===== config.mk =====
export PLATFORM = sky130hd
export DESIGN_NAME = lin_sync_slave
export DESIGN_NICKNAME = d
export VERILOG_FILES = /design/src/rtl/lin_sync_pkg.sv /design/src/rtl/lin_rx_front.sv /design/src/rtl/lin_break_det.sv /design/src/rtl/lin_sync_meas.sv /design/src/rtl/lin_sync_slave.sv
export SDC_FILE = /design/constraint.sdc
export NUM_CORES = 1
export LEC_CHECK = 0
export CAP_MARGIN = 10
export CORE_MARGIN = 2
export CORE_UTILIZATION = 60
export CTS_CLUSTER_SIZE = 40
export DETAILED_ROUTE_END_ITERATION = 16
export PLACE_DENSITY = 0.79
export SLEW_MARGIN = 20
export SYNTH_ARGS = -nofsm -noshare
export SYNTH_HDL_FRONTEND = slang
export SYNTH_SLANG_ARGS = --single-unit

===== constraint.sdc =====
create_clock -name clk -period 6 [get_ports clk]
set_clock_uncertainty 0.2 [all_clocks]
set_input_delay 1.5 -clock clk [delete_from_list [all_inputs] [get_ports clk]]
set_output_delay 1.5 -clock clk [all_outputs]
set_load 0.01 [all_outputs]

===== src/rtl/lin_sync_pkg.sv =====
package lin_sync_pkg;

    typedef enum logic [0:0] {
        BK_SEEK  = 1'b0,
        BK_DELIM = 1'b1
    } brk_state_e;

    localparam int FRAME_BITS  = 10;     // start + 8 data + stop
    localparam int EDGE_TARGET = 4;      // falls after the start edge
    localparam logic [7:0] SYNC_BYTE = 8'h55;

endpackage


===== src/rtl/lin_rx_front.sv =====
module lin_rx_front #(
    parameter int SYNC_STAGES = 2
) (
    input  logic clk,
    input  logic rst_n,
    input  logic rxd,
    output logic rx_lvl,
    output logic rx_fall,
    output logic rx_rise
);
    typedef struct packed {
        logic [SYNC_STAGES-1:0] sh;
        logic                   prev;
    } front_t;

    front_t q, d;

    always_comb begin
        d      = q;
        d.sh   = {q.sh[SYNC_STAGES-2:0], rxd};
        d.prev = q.sh[SYNC_STAGES-1];
    end

    always_ff @(posedge clk) begin
        if (!rst_n) q <= '1;
        else        q <= d;
    end

    assign rx_lvl  = q.sh[SYNC_STAGES-1];
    assign rx_fall = q.prev & ~rx_lvl;
    assign rx_rise = ~q.prev & rx_lvl;

    // a detected fall is never immediately followed by a second one
    p_fall_spacing_r2: assert property (@(posedge clk) disable iff (!rst_n)
        rx_fall |=> !rx_fall);
endmodule


===== src/rtl/lin_break_det.sv =====
module lin_break_det
    import lin_sync_pkg::*;
#(
    parameter int CD_W       = 16,
    parameter int BREAK_BITS = 13
) (
    input  logic            clk,
    input  logic            rst_n,
    input  logic            act,
    input  logic            rx_lvl,
    input  logic            rx_fall,
    input  logic            rx_rise,
    input  logic [CD_W-1:0] cd,
    output logic            hdr_start
);
    localparam int LO_W = CD_W + $clog2(BREAK_BITS + 1);
    localparam int HI_W = CD_W + 1;

    typedef struct packed {
        brk_state_e       st;
        logic [LO_W-1:0]  lo;
        logic [HI_W-1:0]  hi;
    } brk_t;

    brk_t q, d;
    logic [LO_W-1:0] lim;

    assign lim = LO_W'(BREAK_BITS) * LO_W'(cd);

    always_comb begin
        d         = q;
        hdr_start = 1'b0;
        if (!act) begin
            d.st = BK_SEEK;
            d.lo = '0;
            d.hi = '0;
        end else begin
            unique case (q.st)
                BK_SEEK: begin
                    if (!rx_lvl && q.lo != '1) d.lo = q.lo + LO_W'(1);
                    if (rx_rise) begin
                        d.lo = '0;
                        if (q.lo >= lim) begin
                            d.st = BK_DELIM;
                            d.hi = HI_W'(1);
                        end
                    end
                end
                BK_DELIM: begin
                    if (rx_lvl && q.hi != '1) d.hi = q.hi + HI_W'(1);
                    if (rx_fall) begin
                        d.st = BK_SEEK;
                        d.hi = '0;
                        if (q.hi >= HI_W'(cd)) begin
                            hdr_start = 1'b1;
                            d.lo      = '0;
                        end else begin
                            d.lo = LO_W'(1);
                        end
                    end
                end
                default: d.st = BK_SEEK;
            endcase
        end
    end

    always_ff @(posedge clk) begin
        if (!rst_n) begin
            q.st <= BK_SEEK;
            q.lo <= '0;
            q.hi <= '0;
        end else begin
            q <= d;
        end
    end

    // the delimiter phase is entered only after a long enough low stretch
    p_delim_entry_r2: assert property (@(posedge clk) disable iff (!rst_n)
        $rose(q.st == BK_DELIM) |-> $past(q.lo >= lim));
    // a header start always sends the detector back to break search
    p_start_returns_r3: assert property (@(posedge clk) disable iff (!rst_n)
        hdr_start |=> q.st == BK_SEEK);
endmodule


===== src/rtl/lin_sync_meas.sv =====
module lin_sync_meas
    import lin_sync_pkg::*;
#(
    parameter int CNT_W = 19,
    parameter int CD_W  = 16
) (
    input  logic             clk,
    input  logic             rst_n,
    input  logic             act,
    input  logic             start,
    input  logic             rx_lvl,
    input  logic             rx_fall,
    input  logic [CD_W-1:0]  cd,
    output logic             busy,
    output logic             fin,
    output logic             good,
    output logic [CNT_W-1:0] cap
);
    localparam logic [CNT_W-1:0] CNT_MAX = '1;
    localparam logic [3:0] LAST_IDX = 4'(FRAME_BITS - 1);

    typedef struct packed {
        logic                  busy;
        logic [CNT_W-1:0]      cnt;
        logic [2:0]            fe;
        logic [CNT_W-1:0]      cap;
        logic [CD_W-1:0]       tmr;
        logic [3:0]            idx;
        logic [FRAME_BITS-1:0] smp;
    } meas_t;

    meas_t q, d;
    logic [FRAME_BITS-1:0] frame;
    logic                  frame_ok;

    always_comb begin
        frame    = {rx_lvl, q.smp[FRAME_BITS-2:0]};
        frame_ok = !frame[0] && (frame[8:1] == SYNC_BYTE) && frame[FRAME_BITS-1];
    end

    always_comb begin
        d    = q;
        fin  = 1'b0;
        good = 1'b0;
        if (!act) begin
            d.busy = 1'b0;
        end else if (!q.busy) begin
            if (start) begin
                d.busy = 1'b1;
                d.cnt  = CNT_W'(1);
                d.fe   = '0;
                d.cap  = '0;
                d.tmr  = cd >> 1;
                d.idx  = '0;
                d.smp  = '0;
            end
        end else begin
            if (q.cnt != CNT_MAX) d.cnt = q.cnt + CNT_W'(1);
            if (rx_fall && q.fe != 3'(EDGE_TARGET)) begin
                d.fe = q.fe + 3'd1;
                if (q.fe == 3'(EDGE_TARGET - 1)) d.cap = q.cnt;
            end
            if (q.tmr == '0) begin
                d.smp[q.idx] = rx_lvl;
                d.tmr        = cd - CD_W'(1);
                d.idx        = q.idx + 4'd1;
                if (q.idx == LAST_IDX) begin
                    fin    = 1'b1;
                    d.busy = 1'b0;
                    good   = frame_ok && (q.fe == 3'(EDGE_TARGET)) && (q.cap != CNT_MAX);
                end
            end else begin
                d.tmr = q.tmr - CD_W'(1);
            end
        end
    end

    always_ff @(posedge clk) begin
        if (!rst_n) q <= '0;
        else        q <= d;
    end

    assign busy = q.busy;
    assign cap  = q.cap;

    // once saturated, the counter never wraps during a measurement
    p_no_overflow_r6: assert property (@(posedge clk) disable iff (!rst_n)
        (q.busy && q.cnt == CNT_MAX) |=> (!q.busy || q.cnt == CNT_MAX));
    // the sample index stays inside the frame
    p_idx_bound_r5: assert property (@(posedge clk) disable iff (!rst_n)
        q.busy |-> q.idx <= LAST_IDX);
    // the measurement ends with the stop-bit sample
    p_fin_ends_r8: assert property (@(posedge clk) disable iff (!rst_n)
        fin |=> !q.busy);
endmodule


===== src/rtl/lin_sync_slave.sv =====
module lin_sync_slave #(
    parameter int CNT_W       = 19,
    parameter int BREAK_BITS  = 13,
    parameter int SYNC_STAGES = 2,
    localparam int FP_W = 3,
    localparam int CD_W = CNT_W - FP_W
) (
    input  logic            clk,
    input  logic            rst_n,
    input  logic            en,
    input  logic            rxd,
    input  logic [CD_W-1:0] cd_init,
    input  logic [FP_W-1:0] fp_init,
    output logic [CD_W-1:0] cd_out,
    output logic [FP_W-1:0] fp_out,
    output logic            sync_done,
    output logic            sync_err
);
    typedef struct packed {
        logic [CD_W-1:0] cd;
        logic [FP_W-1:0] fp;
        logic            done;
        logic            err;
    } top_t;

    top_t q, d;

    logic             rx_lvl, rx_fall, rx_rise;
    logic             hdr_start, busy, fin, good;
    logic [CNT_W-1:0] cap;

    lin_rx_front #(.SYNC_STAGES(SYNC_STAGES)) front_i (
        .clk(clk), .rst_n(rst_n), .rxd(rxd),
        .rx_lvl(rx_lvl), .rx_fall(rx_fall), .rx_rise(rx_rise)
    );

    lin_break_det #(.CD_W(CD_W), .BREAK_BITS(BREAK_BITS)) brk_i (
        .clk(clk), .rst_n(rst_n), .act(en && !busy),
        .rx_lvl(rx_lvl), .rx_fall(rx_fall), .rx_rise(rx_rise),
        .cd(q.cd), .hdr_start(hdr_start)
    );

    lin_sync_meas #(.CNT_W(CNT_W), .CD_W(CD_W)) meas_i (
        .clk(clk), .rst_n(rst_n), .act(en), .start(hdr_start),
        .rx_lvl(rx_lvl), .rx_fall(rx_fall), .cd(q.cd),
        .busy(busy), .fin(fin), .good(good), .cap(cap)
    );

    always_comb begin
        d      = q;
        d.done = 1'b0;
        d.err  = 1'b0;
        if (en && fin) begin
            if (good) begin
                d.cd   = cap[CNT_W-1:FP_W];
                d.fp   = cap[FP_W-1:0];
                d.done = 1'b1;
            end else begin
                d.err  = 1'b1;
            end
        end
    end

    always_ff @(posedge clk) begin
        if (!rst_n) begin
            q.cd   <= cd_init;
            q.fp   <= fp_init;
            q.done <= 1'b0;
            q.err  <= 1'b0;
        end else begin
            q <= d;
        end
    end

    assign cd_out    = q.cd;
    assign fp_out    = q.fp;
    assign sync_done = q.done;
    assign sync_err  = q.err;

    // the two strobes never coincide
    p_strobe_excl_r8: assert property (@(posedge clk) disable iff (!rst_n)
        !(sync_done && sync_err));
    // success strobe lasts one cycle
    p_done_pulse_r8: assert property (@(posedge clk) disable iff (!rst_n)
        sync_done |=> !sync_done);
    // the divider changes only together with a success strobe
    p_hold_r9: assert property (@(posedge clk) disable iff (!rst_n)
        !d.done |=> ($stable(cd_out) && $stable(fp_out)));
    // disabled block raises no strobe
    p_off_quiet_r7: assert property (@(posedge clk) disable iff (!rst_n)
        !en |=> (!sync_done && !sync_err));
    // an error strobe leaves the divider as it was
    p_err_keeps_r5: assert property (@(posedge clk) disable iff (!rst_n)
        sync_err |-> ($stable(cd_out) && $stable(fp_out)));
endmodule


==> summary.md <==
| Metric | Value |
|---|---|
| Post-DP Area | `9600 um2` |
| Tmin final | `5.79 ns` |
| Cell taking the most area after synthesis | `dfxtp_1` |
| Fraction of registers with async set/reset | `0` |
| GR Util All Layers | `0.287` |
| Worst setup path class | `flip-flop to flip-flop` |
| Post-DP HPWL | `16200 um` |
| Max-cap violations | `0` |
| TritonCTS sink count | `between 100 and 150` |
| CP max FO | `9` |
| Synth Cell Area | `~9000 um2` |
| Routed WL | `around 23000 um` |
| Iteration-0 DRC Markers | `562` |
| Nets | `around 1200` |
| Die H | `126 um` |
| Startpoint Class | `flip-flop` |
| Synth Register Bits | `133` |
| Post-synth EDFFs | `19` |
| # IOs | `between 40 and 50` |
| Setup ws final | `between 0.2 and 0.25 ns` |
| Synth warn | `0` |
| Hold slack | `0.211 ns` |
| CP Data Required Time | `6.10 ns` |
| Max_slew headroom | `0.295` |
| Area growth, synth to finish | `14.0%` |
| Cts hold-fix bufs | `0` |
| TritonCTS clock tree | `done` |
| Die Width | `126 um` |
| Antenna-violating nets left | `0` |
| Total CTS buffers | `17` |
| Total chip power | `2.53 mW` |
| Tcrit/Tclk final | `0.965` |
| Synth top area share | `0.255` |
| Power per cell area | `248 nW/um2` |
| Design area | `10200 um2` |
| Seq/Total Area, Yosys | `0.318` |
| Worst-Margin Slew | `1.05 ns` |
| Diodes inserted | `0` |
| CTS H-tree depth | `4` |
| Post-synth cell types | `86` |
| Hold WC Path Type | `flip-flop to flip-flop` |
| Vias in the first global route | `between 7000 and 8000` |
| Pre-CTS setup slack | `0.0864 ns` |
| Avg Vias per Cell | `6.12` |
| Avg WL per Cell | `17.3 um` |
| Outcome | `finished, final reports clean` |
| Largest net degree at the start of global routing | `43` |
| Synth top area cells | `dfxtp_1 25%, ha_1 12%, edfxtp_1 6.4%, nand2_1 5.3%, inv_1 3.8%` |
| Initial Util | `0.614` |
| Maximum vdd ir drop | `216 uV` |
| Drt drc | `0` |
| DRT Pass-1 Iters | `5` |
| Worst-Skew Late Latency | `0.43 ns` |
| Row count | `44` |
| Maximum clock rate | `0.173 GHz` |
| PortBufs | `43` |
| Pleak | `4.04 nW` |
| Synthesized netlist cell count | `1066` |
| Final setup violating endpoints | `0` |
| Syn_area_per_cell | `approximately 8.4 um2` |
| CTS Root Cell | `clkbuf_16` |
| Total gr overflow | `0` |
| Antenna violations before repair | `0` |
| Slew Limit Fails | `0` |
| Clk pin slew, worst setup/hold paths | `around 0.060 ns` |
| Worst Path Arrival | `5.89 ns` |
| Post-Syn Nets | `1186` |
| Die ar. | `15900 um2` |
| Main flop type after synthesis | `dfxtp_1` |
| Critical path endpoint category | `flip-flop` |
| RePlAce Congestion | `0.947` |
| Endpoints failing hold | `0` |
| Layout cells sized above 1 | `0.0817` |
| Core Area | `14600 um2` |
| Vias | `8023` |
| CTS max path bufs | `2` |
| First-pass GRT wire length | `around 37000 um` |
## synth_stat cells, types with 4 or more instances
cell type	instances
nand2_1	127
dfxtp_1	114
inv_1	91
ha_1	84
nor2_1	77
a21oi_1	67
o21ai_0	54
nand3_1	51
xor2_1	28
clkbuf_1	25
xnor2_1	23
nand4_1	21
edfxtp_1	19
o2bb2ai_1	19
nor3_1	18
mux2i_1	16
fa_1	13
nand3b_1	13
a21o_1	11
a31oi_1	11
nand2b_1	11
nor2b_1	10
and4_1	9
or3_1	9
a211oi_1	8
and3_1	8
nor4_1	8
o21ai_1	8
o21a_1	7
a32o_1	6
buf_2	6
and2_1	4
nand3_2	4
## area by class of cell
type	count	area, um2
clock buffer	20	447
clock inverter	12	97.6
fill	1136	4370
inverter	91	342
multi-input combinational	806	5650
sequential	133	2850
tap	184	230
timing repair buffer	64	604
## where the power goes
group          leakage [nW]  internal, mW  switching, mW
registers              1.10         0.917         0.0180
clock network         0.264         0.546          0.425
logic                  2.68         0.279          0.349
total                  4.04          1.74          0.792
## critical path, stage by stage (launching register included)
cell and delay, ns:
edfxtp_1 0.42, ha_1 0.34, fa_1 0.53, inv_1 0.07, fa_2 0.40, nor2b_2 0.13
o31a_1 0.21, nor4_2 0.06, or4_4 0.56, a31oi_4 0.23, a21oi_1 0.08, nand2b_1 0.15
a21bo_1 0.17, ha_1 0.29, a21o_1 0.19, a21o_1 0.18, a21o_1 0.18, or4_4 0.57
o21ai_4 0.25, buf_12 0.16, a2111oi_1 0.09, mux2i_1 0.18
## repair_timing
action	CTS	global route
setup buffers	0	3
endpoints found under the setup margin	0	17
gates resized for setup	0	9
## layer usage
layer / track usage / wire length (um) / vias up
li1: - / - / 3923
met1: 0.356 / 9700 / 3778
met2: 0.487 / 10900 / 266
met3: 0.0523 / 1270 / 56
met4: 0.129 / 755 / 0
met5: 0 / 0 / -
## per-stage QoR
step / TNS, ns / utilization / std cells
after floorplan: 0 / - / 1066
after global placement: 0 / 0.658 / 1275
after detailed placement: 0 / 0.658 / 1275
after CTS: 0 / 0.695 / 1307
after global routing: -0.0121 / 0.700 / 1310
final: 0 / 0.700 / 1310
## flip-flops by register name, summed over array words and instances (netlist names), 3 cells and up
register / count
meas_i.q: 42
brk_i.q: 38
meas_i.cap: 19
cd_out: 16
meas_i.frame: 9
fp_out: 3
## placed cells by master (no fill, tap or decap), types with 16 or more instances in the layout
master           synthesis  routed
o2bb2ai_1               19      19
a21oi_1                 67      67
xor2_1                  28      28
clkbuf_16                0      17
ha_1                    84      83
nand3_1                 51      51
buf_4                    1      19
nand4_1                 21      21
xnor2_1                 23      23
clkdlybuf4s50_1          0      43
edfxtp_1                19      19
mux2i_1                 16      16
nor3_1                  18      17
o21ai_0                 54      54
dfxtp_1                114     114
nor2_1                  77      77
inv_1                   91      91
nand2_1                127     127
## final timing paths
check                     from        endpoint  slack [ns]  depth (start not counted)
setup / recovery     cd_out[2]      brk_i.q[7]        0.21                         21
hold / removal    front_i.d[2]  front_i.rx_lvl        0.21                          1
setup reg to reg     cd_out[2]      brk_i.q[7]        0.21                         21
hold reg to reg   front_i.d[2]  front_i.rx_lvl        0.21                          1
## cell families after synthesis
group	synth area share
buffers and inverters	0.0562
muxes	0.0204
DFF	0.318
adders and majority gates	0.146
xor gates and xnor gates	0.0498
and+or+nand+nor	0.224
AOI/OAI and AO/OA	0.185
Power figures use the tool's default switching activity.
